**config.mk**
```make
export PLATFORM = sky130hd
export DESIGN_NAME = rob_deferred_fault
export DESIGN_NICKNAME = d
export VERILOG_FILES = /design/src/rtl/rob_pkg.sv /design/src/rtl/rob_ring_ctrl.sv /design/src/rtl/rob_entry_store.sv /design/src/rtl/rob_retire_sel.sv /design/src/rtl/rob_deferred_fault.sv
export SDC_FILE = /design/constraint.sdc
export NUM_CORES = 1
export LEC_CHECK = 0
export BUFFER_PORTS_ARGS = -buffer_cell sky130_fd_sc_hd__buf_2
export CAP_MARGIN = 20
export CORE_MARGIN = 2
export CORE_UTILIZATION = 40
export CTS_BUF_LIST = sky130_fd_sc_hd__clkbuf_8
export CTS_CLUSTER_DIAMETER = 100
export DETAILED_ROUTE_END_ITERATION = 8
export REMOVE_ABC_BUFFERS = 1
export SYNTH_ARGS = -nofsm -noshare
export SYNTH_HDL_FRONTEND = slang
export SYNTH_SLANG_ARGS = --single-unit
```
**constraint.sdc**
```tcl
create_clock -name clk -period 7.4 [get_ports clk]
set_input_delay 1.11 -clock clk [delete_from_list [all_inputs] [get_ports clk]]
set_output_delay 1.11 -clock clk [all_outputs]
set_load 0.01 [all_outputs]
```
**src/rtl/rob_pkg.sv**
```systemverilog
package rob_pkg;

   // Completion state kept per entry
   typedef struct packed {
      logic done;
      logic fault;
   } rob_flag_t;

   localparam rob_flag_t ROB_FLAG_IDLE = '{done: 1'b0, fault: 1'b0};

endpackage

```
**src/rtl/rob_ring_ctrl.sv**
```systemverilog
module rob_ring_ctrl #(
   parameter int DEPTH    = 16,
   parameter int COMMIT_W = 2,
   localparam int IDX_W   = $clog2(DEPTH),
   localparam int CNT_W   = $clog2(DEPTH + 1)
) (
   input  logic             clk,
   input  logic             rst_n,
   input  logic             exc,
   input  logic [CNT_W-1:0] ncommit,
   input  logic             disp_fire,
   input  logic             flush_valid,
   input  logic [IDX_W-1:0] flush_tag,
   input  logic             wb_valid,
   input  logic [IDX_W-1:0] wb_tag,
   output logic [IDX_W-1:0] head,
   output logic [IDX_W-1:0] tail,
   output logic [CNT_W-1:0] count,
   output logic [CNT_W-1:0] live_cnt,
   output logic             flush_ok,
   output logic             wb_live
);

   logic [IDX_W-1:0] fdist;
   logic [IDX_W-1:0] wdist;

   always_comb begin
      tail     = head + count[IDX_W-1:0];
      fdist    = flush_tag - head;
      wdist    = wb_tag - head;
      flush_ok = flush_valid && (CNT_W'(fdist) < count);
      live_cnt = flush_ok ? CNT_W'(fdist) + CNT_W'(1) : count;
      wb_live  = wb_valid && (CNT_W'(wdist) < count);
   end

   always_ff @(posedge clk or negedge rst_n) begin
      if (!rst_n) begin
         head  <= '0;
         count <= '0;
      end else if (exc) begin
         head  <= tail;
         count <= '0;
      end else begin
         head  <= head + IDX_W'(ncommit);
         count <= live_cnt - ncommit + CNT_W'(disp_fire);
      end
   end

   // occupancy never exceeds the ring size
   a_r3_count_bound: assert property (@(posedge clk) disable iff (!rst_n)
      count <= CNT_W'(DEPTH));

   // an exception leaves the ring empty
   a_r7_exc_empties: assert property (@(posedge clk) disable iff (!rst_n)
      exc |=> (count == '0));

   // an accepted flush never grows the ring
   a_r8_flush_no_growth: assert property (@(posedge clk) disable iff (!rst_n)
      (flush_ok && !exc) |=> (count <= $past(count)));

   // without flush the ring drains by at most COMMIT_W per cycle
   a_r5_drain_rate: assert property (@(posedge clk) disable iff (!rst_n)
      (!flush_ok && !exc) |=> (int'(count) + COMMIT_W >= int'($past(count))));

endmodule

```
**src/rtl/rob_entry_store.sv**
```systemverilog
module rob_entry_store
   import rob_pkg::*;
#(
   parameter int DEPTH    = 16,
   parameter int COMMIT_W = 2,
   parameter int REG_W    = 5,
   parameter int DATA_W   = 32,
   parameter int CODE_W   = 4,
   localparam int IDX_W   = $clog2(DEPTH)
) (
   input  logic                       clk,
   input  logic                       rst_n,
   input  logic                       alloc_en,
   input  logic [IDX_W-1:0]           alloc_idx,
   input  logic [REG_W-1:0]           alloc_dest,
   input  logic                       wb_en,
   input  logic [IDX_W-1:0]           wb_idx,
   input  logic [DATA_W-1:0]          wb_data,
   input  logic                       wb_fault,
   input  logic [CODE_W-1:0]          wb_code,
   input  logic [IDX_W-1:0]           head,
   output logic [COMMIT_W-1:0]        slot_done,
   output logic [COMMIT_W-1:0]        slot_fault,
   output logic [COMMIT_W*REG_W-1:0]  slot_dest,
   output logic [COMMIT_W*DATA_W-1:0] slot_data,
   output logic [CODE_W-1:0]          head_code
);

   rob_flag_t         flags [DEPTH];
   logic [REG_W-1:0]  dests [DEPTH];
   logic [DATA_W-1:0] datas [DEPTH];
   logic [CODE_W-1:0] codes [DEPTH];

   for (genvar e = 0; e < DEPTH; e++) begin : g_entry
      localparam logic [IDX_W-1:0] EIDX = IDX_W'(e);

      always_ff @(posedge clk or negedge rst_n) begin
         if (!rst_n) begin
            flags[e] <= ROB_FLAG_IDLE;
         end else if (alloc_en && alloc_idx == EIDX) begin
            flags[e] <= ROB_FLAG_IDLE;
         end else if (wb_en && wb_idx == EIDX) begin
            flags[e] <= '{done: 1'b1, fault: wb_fault};
         end
      end

      always_ff @(posedge clk) begin
         if (alloc_en && alloc_idx == EIDX) begin
            dests[e] <= alloc_dest;
         end
         if (wb_en && wb_idx == EIDX) begin
            datas[e] <= wb_data;
            codes[e] <= wb_code;
         end
      end
   end

   for (genvar s = 0; s < COMMIT_W; s++) begin : g_slot
      logic [IDX_W-1:0] ridx;
      always_comb begin
         ridx                           = head + IDX_W'(s);
         slot_done[s]                   = flags[ridx].done;
         slot_fault[s]                  = flags[ridx].fault;
         slot_dest[s*REG_W +: REG_W]    = dests[ridx];
         slot_data[s*DATA_W +: DATA_W]  = datas[ridx];
      end
   end

   assign head_code = codes[head];

   // an accepted writeback leaves its entry complete
   a_r4_wb_marks_done: assert property (@(posedge clk) disable iff (!rst_n)
      (wb_en && !(alloc_en && alloc_idx == wb_idx)) |=> flags[$past(wb_idx)].done);

endmodule

```
**src/rtl/rob_retire_sel.sv**
```systemverilog
module rob_retire_sel #(
   parameter int COMMIT_W = 2,
   parameter int DEPTH    = 16,
   localparam int CNT_W   = $clog2(DEPTH + 1)
) (
   input  logic                clk,
   input  logic                rst_n,
   input  logic [COMMIT_W-1:0] slot_done,
   input  logic [COMMIT_W-1:0] slot_fault,
   input  logic [CNT_W-1:0]    live_cnt,
   output logic [COMMIT_W-1:0] commit_ok,
   output logic [CNT_W-1:0]    ncommit,
   output logic                exc
);

   logic head_live;
   assign head_live = (live_cnt != '0);
   assign exc       = head_live && slot_done[0] && slot_fault[0];

   if (COMMIT_W == 1) begin : g_single
      assign commit_ok[0] = head_live && slot_done[0] && !slot_fault[0];
   end else begin : g_multi
      for (genvar s = 0; s < COMMIT_W; s++) begin : g_lane
         logic lane_ready;
         assign lane_ready = (CNT_W'(s) < live_cnt) && slot_done[s] && !slot_fault[s];
         if (s == 0) begin : g_first
            assign commit_ok[s] = lane_ready;
         end else begin : g_rest
            assign commit_ok[s] = lane_ready && commit_ok[s-1];
         end
      end
   end

   always_comb begin
      ncommit = '0;
      for (int s = 0; s < COMMIT_W; s++) begin
         ncommit = ncommit + CNT_W'(commit_ok[s]);
      end
   end

   // a faulting head blocks every commit slot
   a_r6_exc_blocks_commit: assert property (@(posedge clk) disable iff (!rst_n)
      exc |-> (commit_ok == '0));

   // never retire more entries than are live
   a_r5_within_live: assert property (@(posedge clk) disable iff (!rst_n)
      ncommit <= live_cnt);

endmodule

```
**src/rtl/rob_deferred_fault.sv**
```systemverilog
module rob_deferred_fault #(
   parameter int DEPTH    = 16,
   parameter int COMMIT_W = 2,
   parameter int REG_W    = 5,
   parameter int DATA_W   = 32,
   parameter int CODE_W   = 4,
   localparam int IDX_W   = $clog2(DEPTH),
   localparam int CNT_W   = $clog2(DEPTH + 1)
) (
   input  logic                       clk,
   input  logic                       rst_n,
   input  logic                       disp_valid,
   input  logic [REG_W-1:0]           disp_dest,
   output logic                       disp_ready,
   output logic [IDX_W-1:0]           disp_tag,
   input  logic                       wb_valid,
   input  logic [IDX_W-1:0]           wb_tag,
   input  logic [DATA_W-1:0]          wb_data,
   input  logic                       wb_fault,
   input  logic [CODE_W-1:0]          wb_code,
   input  logic                       flush_valid,
   input  logic [IDX_W-1:0]           flush_tag,
   output logic [COMMIT_W-1:0]        commit_valid,
   output logic [COMMIT_W*REG_W-1:0]  commit_dest,
   output logic [COMMIT_W*DATA_W-1:0] commit_data,
   output logic                       exc_valid,
   output logic [CODE_W-1:0]          exc_code
);

   if (DEPTH < 2 || (DEPTH & (DEPTH - 1)) != 0) begin : g_bad_depth
      $error("DEPTH must be a power of two of at least 2");
   end
   if (COMMIT_W < 1 || COMMIT_W > DEPTH) begin : g_bad_width
      $error("COMMIT_W must lie between 1 and DEPTH");
   end

   logic [IDX_W-1:0]    head;
   logic [IDX_W-1:0]    tail;
   logic [CNT_W-1:0]    count;
   logic [CNT_W-1:0]    live_cnt;
   logic [CNT_W-1:0]    ncommit;
   logic                flush_ok;
   logic                wb_live;
   logic                exc;
   logic                disp_fire;
   logic [COMMIT_W-1:0] slot_done;
   logic [COMMIT_W-1:0] slot_fault;

   assign disp_ready = (count != CNT_W'(DEPTH)) && !exc;
   assign disp_fire  = disp_valid && disp_ready && !flush_ok;
   assign disp_tag   = tail;
   assign exc_valid  = exc;

   rob_ring_ctrl #(.DEPTH(DEPTH), .COMMIT_W(COMMIT_W)) u_ring (
      .clk         (clk),
      .rst_n       (rst_n),
      .exc         (exc),
      .ncommit     (ncommit),
      .disp_fire   (disp_fire),
      .flush_valid (flush_valid),
      .flush_tag   (flush_tag),
      .wb_valid    (wb_valid),
      .wb_tag      (wb_tag),
      .head        (head),
      .tail        (tail),
      .count       (count),
      .live_cnt    (live_cnt),
      .flush_ok    (flush_ok),
      .wb_live     (wb_live)
   );

   rob_entry_store #(
      .DEPTH(DEPTH), .COMMIT_W(COMMIT_W), .REG_W(REG_W),
      .DATA_W(DATA_W), .CODE_W(CODE_W)
   ) u_store (
      .clk        (clk),
      .rst_n      (rst_n),
      .alloc_en   (disp_fire),
      .alloc_idx  (tail),
      .alloc_dest (disp_dest),
      .wb_en      (wb_live),
      .wb_idx     (wb_tag),
      .wb_data    (wb_data),
      .wb_fault   (wb_fault),
      .wb_code    (wb_code),
      .head       (head),
      .slot_done  (slot_done),
      .slot_fault (slot_fault),
      .slot_dest  (commit_dest),
      .slot_data  (commit_data),
      .head_code  (exc_code)
   );

   rob_retire_sel #(.COMMIT_W(COMMIT_W), .DEPTH(DEPTH)) u_retire (
      .clk        (clk),
      .rst_n      (rst_n),
      .slot_done  (slot_done),
      .slot_fault (slot_fault),
      .live_cnt   (live_cnt),
      .commit_ok  (commit_valid),
      .ncommit    (ncommit),
      .exc        (exc)
   );

   // an accepted dispatch moves the tail by exactly one
   a_r2_tail_step: assert property (@(posedge clk) disable iff (!rst_n)
      (disp_fire && !exc) |=> (disp_tag == $past(disp_tag) + IDX_W'(1)));

   // a flush during an exception leaves the tail where it was
   a_r9_exc_over_flush: assert property (@(posedge clk) disable iff (!rst_n)
      (exc && flush_valid) |=> (disp_tag == $past(disp_tag)));

endmodule

```
==> impl_metrics.tcl <==
set metrics [dict create \
    yosysSeqAreaShare_pct 64.3 \
    arrival_ps 5350 \
    switchingPower_uw 6370 \
    synth_seq_cells 697 \
    die_area_mm2 0.0829 \
    num_vias 17100 \
    status "complete, no violations" \
    path_buf_inv 4 \
    crit_chain "inv_1, fa_1, xor2_1, ha_1, a21oi_1, o21ai_1, a31oi_1, buf_4, nor2_1, a21oi_1, ha_1, o21ai_0, or3_1, nor2_1, a311oi_2, buf_4, nor2b_1, buf_2" \
    antenna_found_initial 10 \
    root_buffer "clkbuf_8" \
    numPortBuffers 140 \
    p_per_area_mw_per_mm2 465 \
    final.period_utilization_pct 87.3 \
    slew_headroom_pct 25.0 \
    hpwlAfterDp_mm 46.7 \
    final_cell_mix "edfxtp_1, mux4_2, buf_2" \
    core_area_mm2 0.0802 \
    ys_warn_count 0 \
    dr.first_iter.drc_count 1649 \
    holdCritPathClass "register to register" \
    dieHeight_um 288 \
    finalCriticalPeriod_ps 6460 \
    syn_inst 1494 \
    cts_tree "yes" \
    p_int_uw 10600 \
    setup_violations 0 \
    grt_setup_unrepaired "no" \
    cts-buffers-inserted 115 \
    avgViaCountPerCell 5.99 \
    htree_levels 3 \
    finalHoldViolations 0 \
    drcViolationCount 0 \
    grt_overflow 0 \
    critical_path.top_delay_family "adder cells" \
    area_growth_pct 13.3 \
    die_w_um 288 \
    totalWireLength_mm 82.2 \
    track_usage_pct 20.2 \
    final_layout_size_suffix_gt1_share_pct 43.1 \
    grt_max_degree 152 \
    rows 104 \
    grt_pass1_wl_mm 121 \
    wire_per_inst_um 28.8 \
    synth_edf_count 656 \
    maxSlewViolCount 0 \
    grt_pass1_vias 18100 \
    setup_ws_ps 939 \
    max_freq_mhz 155 \
    layout_commonest_cell "edfxtp_1" \
    required_ps 6290 \
    netSwitchingFraction_pct 37.5 \
    cap_violations 0 \
    synth.distinct_cells 53 \
    cp-end-kind "output pin" \
    pwr-share-seq_pct 29.9 \
    slowest_stage "dfrtp_4" \
    startpoint_type "register" \
    io_pins 141 \
    dr.pass1.iters 7 \
    post-cts-setup-buffer-count 0 \
    p_leak_uw 0.0118 \
    synthArstFlopShare_pct 5.88 \
    ctsLongestPathBuffers 3 \
    fin_skew_ps 77.7 \
    syn_area_per_cell_um2 21.6 \
    cp_max_fo 28 \
    gp_congestion 0.848 \
    setup_tns_ps 0 \
    max-vdd-ir-drop_v 0.000489 \
    critical_path_class "register to output pin" \
    worst_slew_pin_slew_ps 1120 \
    cts_resized 0 \
    pwr-share-comb_pct 51.0 \
    synth_area_mm2 0.0322 \
    clkPwrFrac_pct 19.0 \
    ant_nets 0 \
    ys.flop_type "edfxtp_1" \
    final_util_pct 45.6 \
    place_ws_ps 1400 \
    cts.sinks 697 \
    worst_skew_pair.late_latency_ps 750 \
    cpPeakStageDelay_ps 790 \
    postCtsHoldBufs 0 \
    nets 1776 \
    initial_core_util_pct 40.2 \
    clk_pin_slew_worst_paths_ps 60 \
]
## kinds of logic after synthesis
family | after synthesis | synth area share (%)
AOI/OAI and AO/OA | 46 | 0.951
muxes | 420 | 28.5
and+or+nand+nor | 149 | 2.66
buffers and inverters | 132 | 1.74
DFF | 697 | 64.3
adders and majority gates | 32 | 1.36
xor gates and xnor gates | 18 | 0.489
## synth_stat cells (4+ instances only)
cell	instances	share of area, %
edfxtp_1	656	61
mux4_2	398	28
nor2_1	65	0.76
clkbuf_1	41	0.48
dfrtp_1	41	3.2
inv_1	31	0.36
buf_2	28	0.43
buf_1	27	0.31
ha_1	27	1.0
mux2i_1	19	0.59
a21oi_1	13	0.20
nand2_1	12	0.14
nor3b_1	12	0.28
xnor2_1	11	0.30
nand3_1	10	0.16
nor2b_1	7	0.14
xor2_1	7	0.19
nor3_1	6	0.093
nor3_2	6	0.19
nor4_2	6	0.23
a311oi_1	5	0.14
a31oi_1	5	0.097
fa_1	5	0.31
nand3b_1	5	0.12
o21ai_0	5	0.078
a211oi_1	4	0.093
## state kept, by name, summed over array words and instances (netlist names)
signal	cells
u_store.codes	64
u_store.datas	512
u_store.flags	32
u_ring.head	4
u_ring.count	5
u_store.dests	80
## power by group through the flow
stage / registers, uW / logic [uW] / clock network, uW
6_report: 5080 / 8670 / 3230
3_5_place_dp: 5160 / 8790 / 0
4_1_cts: 5080 / 8830 / 3320
5_1_grt: 5130 / 9320 / 3480
3_3_place_gp: 5140 / 8790 / 0
2_1_floorplan: 5400 / 6390 / 0
## final cells by class
class | instances | area, um^2
Timing Repair Buffer | 178 | 1050
Sequential cell | 697 | 20700
Clock buffer | 121 | 1670
Inverter | 32 | 123
Antenna cell | 2 | 5.00
Tap cell | 1060 | 1330
Fill cell | 6862 | 43600
Clock inverter | 93 | 537
Multi-Input combinational cell | 665 | 11100
## routing by layer
metal | vias up | wire, um | global-route usage [%] | part of all wire (%)
li1 | 6924 | - | - | -
met1 | 9294 | 34500 | 28.4 | 42
met3 | 153 | 5630 | 4.23 | 6.9
met5 | - | 69 | 0 | 0.084
met4 | 10 | 1700 | 5.60 | 2.1
met2 | 669 | 40200 | 32.0 | 49
## worst reg2reg max path, stage by stage, from the launching register on
cell and delay (ps):
dfrtp_4 790, inv_1 330, fa_1 480, xor2_1 380, ha_1 330, a21oi_1 150, o21ai_1 80, a31oi_1 180
buf_4 240, nor2_1 70, a21oi_1 260, ha_1 200, o21ai_0 120, or3_1 340, and3b_1 530, nor4_2 910
## final timing paths
path                                          startpoint                        endpoint  slack, ps  cells after the start
setup / recovery                u_ring.head[1]$_DFF_PN0_                      disp_ready        940                     18
hold / removal             u_store.flags[21]$_DFFE_PN0P_   u_store.flags[21]$_DFFE_PN0P_        520                      2
setup reg to reg                u_ring.head[1]$_DFF_PN0_  u_store.dests[15][1]$_DFFE_PP_       1630                     15
hold reg to reg            u_store.flags[21]$_DFFE_PN0P_   u_store.flags[21]$_DFFE_PN0P_        520                      2
max in group asynchronous                          rst_n        u_ring.head[0]$_DFF_PN0_       6130                      1
min in group asynchronous                          rst_n    u_store.flags[8]$_DFFE_PN0P_        540                      1
## stage by stage
step                hold WS [ps]  cells  instance area, um^2  power, uW
global route                 544   2848                36500      17900
finish                       520   2848                36500      17000
global placement             492   2632                34300      13900
floorplan                    476   1394                31800      11800
CTS                          481   2846                36500      17200
detailed placement           506   2632                34300      14000
Note: power is estimated with default switching activity, not from simulation.
